[src/rtl/err_capture_pkg.sv]
package err_capture_pkg;
    localparam int DATA_W        = 32;
    localparam int OFF_STATUS    = 0;
    localparam int OFF_ENABLE    = 1;
    localparam int OFF_ADDR_BASE = 2;
endpackage

[src/rtl/err_slot.sv]
module err_slot #(
    parameter int ADDR_W = 36
) (
    input  logic              clk,
    input  logic              rst_n,
    input  logic              err_v,
    input  logic [ADDR_W-1:0] err_a,
    input  logic              clr,
    output logic              sts,
    output logic [ADDR_W-1:0] addr
);
    typedef struct packed {
        logic              sts;
        logic [ADDR_W-1:0] addr;
    } slot_t;

    slot_t d, q;

    always_comb begin
        d = q;
        if (err_v && (!q.sts || clr)) begin
            d.sts  = 1'b1;
            d.addr = err_a;
        end else if (clr) begin
            d.sts = 1'b0;
        end
    end

    always_ff @(posedge clk or negedge rst_n) begin
        if (!rst_n) q <= '0;
        else        q <= d;
    end

    assign sts  = q.sts;
    assign addr = q.addr;
endmodule

[src/rtl/err_regs.sv]
module err_regs
    import err_capture_pkg::*;
#(
    parameter int N_INIT = 4,
    parameter int ADDR_W = 36,
    parameter int LO_W   = 32,
    parameter int REG_AW = 4
) (
    input  logic                     clk,
    input  logic                     rst_n,
    input  logic                     reg_wr,
    input  logic [REG_AW-1:0]        reg_addr,
    input  logic [DATA_W-1:0]        reg_wdata,
    input  logic [N_INIT-1:0]        sts,
    input  logic [N_INIT*ADDR_W-1:0] addr_flat,
    output logic [DATA_W-1:0]        reg_rdata,
    output logic [N_INIT-1:0]        en,
    output logic [N_INIT-1:0]        clr
);
    localparam int EXT_W = ADDR_W - LO_W;

    typedef struct packed {
        logic [N_INIT-1:0] en;
    } regs_t;

    regs_t d, q;

    always_comb begin
        d   = q;
        clr = '0;
        if (reg_wr) begin
            if (reg_addr == REG_AW'(OFF_STATUS)) clr  = reg_wdata[N_INIT-1:0];
            if (reg_addr == REG_AW'(OFF_ENABLE)) d.en = reg_wdata[N_INIT-1:0];
        end
    end

    always_ff @(posedge clk or negedge rst_n) begin
        if (!rst_n) q <= '0;
        else        q <= d;
    end

    assign en = q.en;

    always_comb begin
        reg_rdata = '0;
        if (reg_addr == REG_AW'(OFF_STATUS)) reg_rdata[N_INIT-1:0] = sts;
        if (reg_addr == REG_AW'(OFF_ENABLE)) reg_rdata[N_INIT-1:0] = q.en;
        for (int i = 0; i < N_INIT; i++) begin
            if (reg_addr == REG_AW'(OFF_ADDR_BASE + 2*i))
                reg_rdata[LO_W-1:0] = addr_flat[i*ADDR_W +: LO_W];
            if (reg_addr == REG_AW'(OFF_ADDR_BASE + 2*i + 1))
                reg_rdata[EXT_W-1:0] = addr_flat[i*ADDR_W+LO_W +: EXT_W];
        end
    end
endmodule

[src/rtl/err_irq_merge.sv]
module err_irq_merge #(
    parameter int N_INIT = 4
) (
    input  logic [N_INIT-1:0] sts,
    input  logic [N_INIT-1:0] en,
    output logic [N_INIT-1:0] irq_init,
    output logic              irq
);
    assign irq_init = sts & en;
    assign irq      = |irq_init;
endmodule

[src/rtl/err_capture_top.sv]
module err_capture_top
    import err_capture_pkg::*;
#(
    parameter int N_INIT = 4,
    parameter int ADDR_W = 36,
    parameter int LO_W   = 32,
    localparam int REG_AW = $clog2(OFF_ADDR_BASE + 2*N_INIT)
) (
    input  logic                     clk,
    input  logic                     rst_n,
    input  logic [N_INIT-1:0]        err_valid,
    input  logic [N_INIT*ADDR_W-1:0] err_addr,
    input  logic                     reg_wr,
    input  logic [REG_AW-1:0]        reg_addr,
    input  logic [DATA_W-1:0]        reg_wdata,
    output logic [DATA_W-1:0]        reg_rdata,
    output logic [N_INIT-1:0]        irq_init,
    output logic                     irq
);
    logic [N_INIT-1:0]        sts_vec;
    logic [N_INIT-1:0]        en_vec;
    logic [N_INIT-1:0]        clr_vec;
    logic [N_INIT*ADDR_W-1:0] addr_flat;

    for (genvar g = 0; g < N_INIT; g++) begin : g_slot
        err_slot #(.ADDR_W(ADDR_W)) slot_i (
            .clk   (clk),
            .rst_n (rst_n),
            .err_v (err_valid[g]),
            .err_a (err_addr[g*ADDR_W +: ADDR_W]),
            .clr   (clr_vec[g]),
            .sts   (sts_vec[g]),
            .addr  (addr_flat[g*ADDR_W +: ADDR_W])
        );
    end

    err_regs #(.N_INIT(N_INIT), .ADDR_W(ADDR_W), .LO_W(LO_W), .REG_AW(REG_AW)) regs_i (
        .clk       (clk),
        .rst_n     (rst_n),
        .reg_wr    (reg_wr),
        .reg_addr  (reg_addr),
        .reg_wdata (reg_wdata),
        .sts       (sts_vec),
        .addr_flat (addr_flat),
        .reg_rdata (reg_rdata),
        .en        (en_vec),
        .clr       (clr_vec)
    );

    err_irq_merge #(.N_INIT(N_INIT)) merge_i (
        .sts      (sts_vec),
        .en       (en_vec),
        .irq_init (irq_init),
        .irq      (irq)
    );
endmodule

[config.mk]
export PLATFORM = sky130hd
export DESIGN_NAME = err_capture_top
export DESIGN_NICKNAME = d
export VERILOG_FILES = /design/src/rtl/err_capture_pkg.sv /design/src/rtl/err_slot.sv /design/src/rtl/err_regs.sv /design/src/rtl/err_irq_merge.sv /design/src/rtl/err_capture_top.sv
export SDC_FILE = /design/constraint.sdc
export NUM_CORES = 1
export LEC_CHECK = 0
export BUFFER_PORTS_ARGS = -buffer_cell sky130_fd_sc_hd__buf_2
export CORE_MARGIN = 1
export CORE_UTILIZATION = 56
export DETAILED_ROUTE_END_ITERATION = 12
export HOLD_SLACK_MARGIN = 0.06
export PLACE_DENSITY = 0.87
export SETUP_SLACK_MARGIN = 0.5
export SYNTH_ARGS = -nofsm -noshare
export SYNTH_HDL_FRONTEND = slang
export SYNTH_SLANG_ARGS = --single-unit
[constraint.sdc]
create_clock -name clk -period 2.2 [get_ports clk]
set_input_delay 0.11 -clock clk [delete_from_list [all_inputs] [get_ports clk]]
set_output_delay 0.11 -clock clk [all_outputs]
set_load 0.005 [all_outputs]
==> flow_summary.ini <==
[timing]
drv_slew = 0
setup_viol = 0
maxSlewHeadroom_pct = 58.3
tightest_slew_ns = 0.625
period_share_pct = 84.3
fmax_mhz = 539
finalSetupTns_ns = 0
layout_setup_ws_ns = 0.346
rsz0062_at_grt = true
hold_violations = 0
final.min_clock_period_ns = 1.85
clock_skew_ns = 0.00938

[power]
powerDensity_nw_per_um2 = 828
vdd_drop_max_v = 0.000534
leakage_nw = 5.09
power_w = 0.00886

[clock_tree]
h-tree-depth = 4
cts_buffer_depth = 2
clk_pin_slew_ns = 0.06
numCtsBuffers = 17
cts_tree = done
cts-root-buf = clkbuf_16
clk_latency_ns = 0.43
clock-sinks = 152

[hold_path]
hold_path_class = input pin to async pin

[setup_path]
crit_type = register to primary output
worstPathCellList = mux4_2, mux2i_1, o21ai_0, buf_2
arrival_ns = 1.74
rrSetupSlack_ns = 0.59
crit_path_max_incr_delay_ns = 0.50
r2r_start = g_slot[1].slot_i.sts$_DFFE_PN0P_
r2r_end = g_slot[1].slot_i.addr[35]$_DFFE_PN0P_
slowest_stage = mux4_2
ff2ff_path_depth = 5
critPathCaptureType = primary output
cp_max_fo = 2
start_kind = register
cp_data_required_time_ns = 2.09

[detailed_routing]
dr.pass1.iters = 5
post-route-drc-count = 0
via_count = 5856
wirelength_um = 23800
dr.first_iter.drc_count = 394
ant_nets = 0
viasPerCell = 5.72
drt-wirelength-per-cell_um = 23.3

[grt]
grt_max_degree = 58
grt_pass1_vias = 6518
grt_pass1_wl_um = 35600
grt.overflow.total = 0
grt_use_total_pct = 36.1
antenna_found_initial = 0

[final_layout]
finalNetCount = 1027
area_growth_pct = 44.1
num-fill-cells = 601
n_antenna_cell = 0
layout-drive-gt1-share_pct = 49.2
utilization_pct = 83.7

[logic_synthesis]
synth-warning-count = 0
avgSynthCellArea_um2 = 15.3
ys_seq_elements = 152
synth.distinct_cells = 35
synth_nets = 673
yosysSeqAreaShare_pct = 51.2
syn_area_um2 = 7430
synth_cells = 486

[die]
die_w_um = 117
core_um2 = 12800
start_util_pct = 58.1
io_pins = 224
row_count = 41
die_h_um = 117
die_area_um2 = 13700

[placed_design]
dpl.hpwl_um = 12300
place_ws_ns = 0.316
gp_congestion = 0.812
io_buffers = 195

[run]
drv_cap = 0

[run_status]
status = finished clean
==> sequential cells by signal (all words and copies together), names as in the netlist <==
register	flops
regs_i.en	4
g_slot.slot_i.addr	144
g_slot.slot_i.sts	4
==> critical path, delay by kind of cell, from the launching register on <==
kind	cells	cell delay [ns]
multiplexers	2	0.65
buffers and inverters	1	0.15
AO/OA/AOI/OAI	1	0.13
flip-flops	1	0.39
==> power by group <==
group	leakage (nW)	switching [W]	internal, W
clock	0.294	0.00115	0.00189
combinational	2.86	0.000633	0.00128
sequential	1.93	0.000449	0.00345
==> cells in the mapped netlist <==
cell type	number	share of area, %
or2_1	1	0.084
a31oi_1	4	0.34
mux2i_1	9	1.2
buf_12	12	3.2
or2_2	4	0.34
nor2b_1	6	0.51
dfrtp_1	152	51
nand3b_1	2	0.20
nor3_1	2	0.13
nor3b_1	2	0.20
nand2b_1	1	0.084
inv_1	4	0.20
a21o_1	1	0.10
nor2_2	1	0.084
a21oi_1	1	0.067
buf_2	6	0.40
mux2_4	120	24
and2_1	4	0.34
mux2_2	31	4.7
nor2_1	7	0.35
nor3_4	1	0.22
a221o_1	3	0.40
a22oi_1	50	5.1
o21ai_0	29	2.0
nand2_1	5	0.25
o22ai_1	1	0.084
mux4_2	6	1.8
or2b_1	1	0.10
buf_1	2	0.10
buf_4	4	0.40
nor3b_4	1	0.25
or4_1	1	0.10
a311oi_1	1	0.12
clkbuf_1	6	0.30
buf_6	5	0.76
==> per-stage QoR <==
stage	instance area [um2]	hold WS, ns	cells
after floorplan	7430	-0.186	486
after global placement	8480	0.108	835
after detailed placement	8480	0.119	835
after CTS	10600	0.242	1020
after global routing	10700	0.319	1023
final	10700	0.267	1023
==> timing repair <==
| action | in CTS | in global routing |
|---|---|---|
| endpoints found under the hold margin | 207 | 0 |
| endpoints found under the setup margin | 26 | 19 |
| setup buffers | 2 | 3 |
| hold buffers | 153 | 0 |
| cloned | 0 | 0 |
| gates resized for setup | 3 | 10 |
==> cell type report <==
class,count,area [um2],area share (%)
timing repair buffer,370,2800,26.2
sequential,152,3800,35.6
clock buffer,22,484,4.53
tap,172,215,2.01
multi-input combinational,295,3260,30.5
clock inverter,8,120,1.12
inverter,4,15.0,0.140
==> cells in the final DEF (no fill, tap or decap), types with 3 or more instances in the layout <==
cell           count
a221o_1            3
a22oi_1           50
a31oi_1            4
and2_1             3
buf_12             7
buf_2            193
buf_4              9
buf_6              5
bufinv_16          3
clkbuf_16         17
clkbuf_8           4
clkinv_2           3
dfrtp_1          152
dlygate4sd3_1    153
inv_1              4
mux2_2            31
mux2_4           120
mux2i_1            9
mux4_2             6
nand2_1            5
nor2_1             6
nor2b_4            4
o21ai_0           27
or2_2              5
==> worst max path at each step <==
stage                                     startpoint                                    end  cells past startpoint
3_3_place_gp                             reg_addr[2]   g_slot[2].slot_i.addr[4]$_DFFE_PN0P_                      6
4_1_cts             g_slot[3].slot_i.sts$_DFFE_PN0P_                           reg_rdata[3]                      4
5_1_grt        g_slot[0].slot_i.addr[32]$_DFFE_PN0P_                           reg_rdata[0]                      4
6_report       g_slot[0].slot_i.addr[32]$_DFFE_PN0P_                           reg_rdata[0]                      4
3_5_place_dp                             reg_addr[2]  g_slot[1].slot_i.addr[35]$_DFFE_PN0P_                      6
2_1_floorplan                            reg_addr[3]  g_slot[0].slot_i.addr[10]$_DFFE_PN0P_                      7
==> kinds of logic after synthesis <==
| kind of cell | Yosys count | synth area share [%] |
|---|---|---|
| buffers and inverters | 39 | 5.41 |
| AND/OR/NAND/NOR | 39 | 3.25 |
| flip-flops | 152 | 51.2 |
| AO/OA/AOI/OAI | 90 | 8.12 |
| multiplexers | 166 | 32.0 |
==> layer usage <==
| metal | track usage [%] | part of all wire, % | vias to the layer above |
|---|---|---|---|
| met5 | 0 | 0 | - |
| met3 | 8.39 | 5.8 | 76 |
| met4 | 22.0 | 4.0 | 0 |
| met2 | 62.0 | 52 | 323 |
| met1 | 41.0 | 38 | 2960 |
| li1 | - | - | 2497 |
Power figures use the tool's default switching activity.
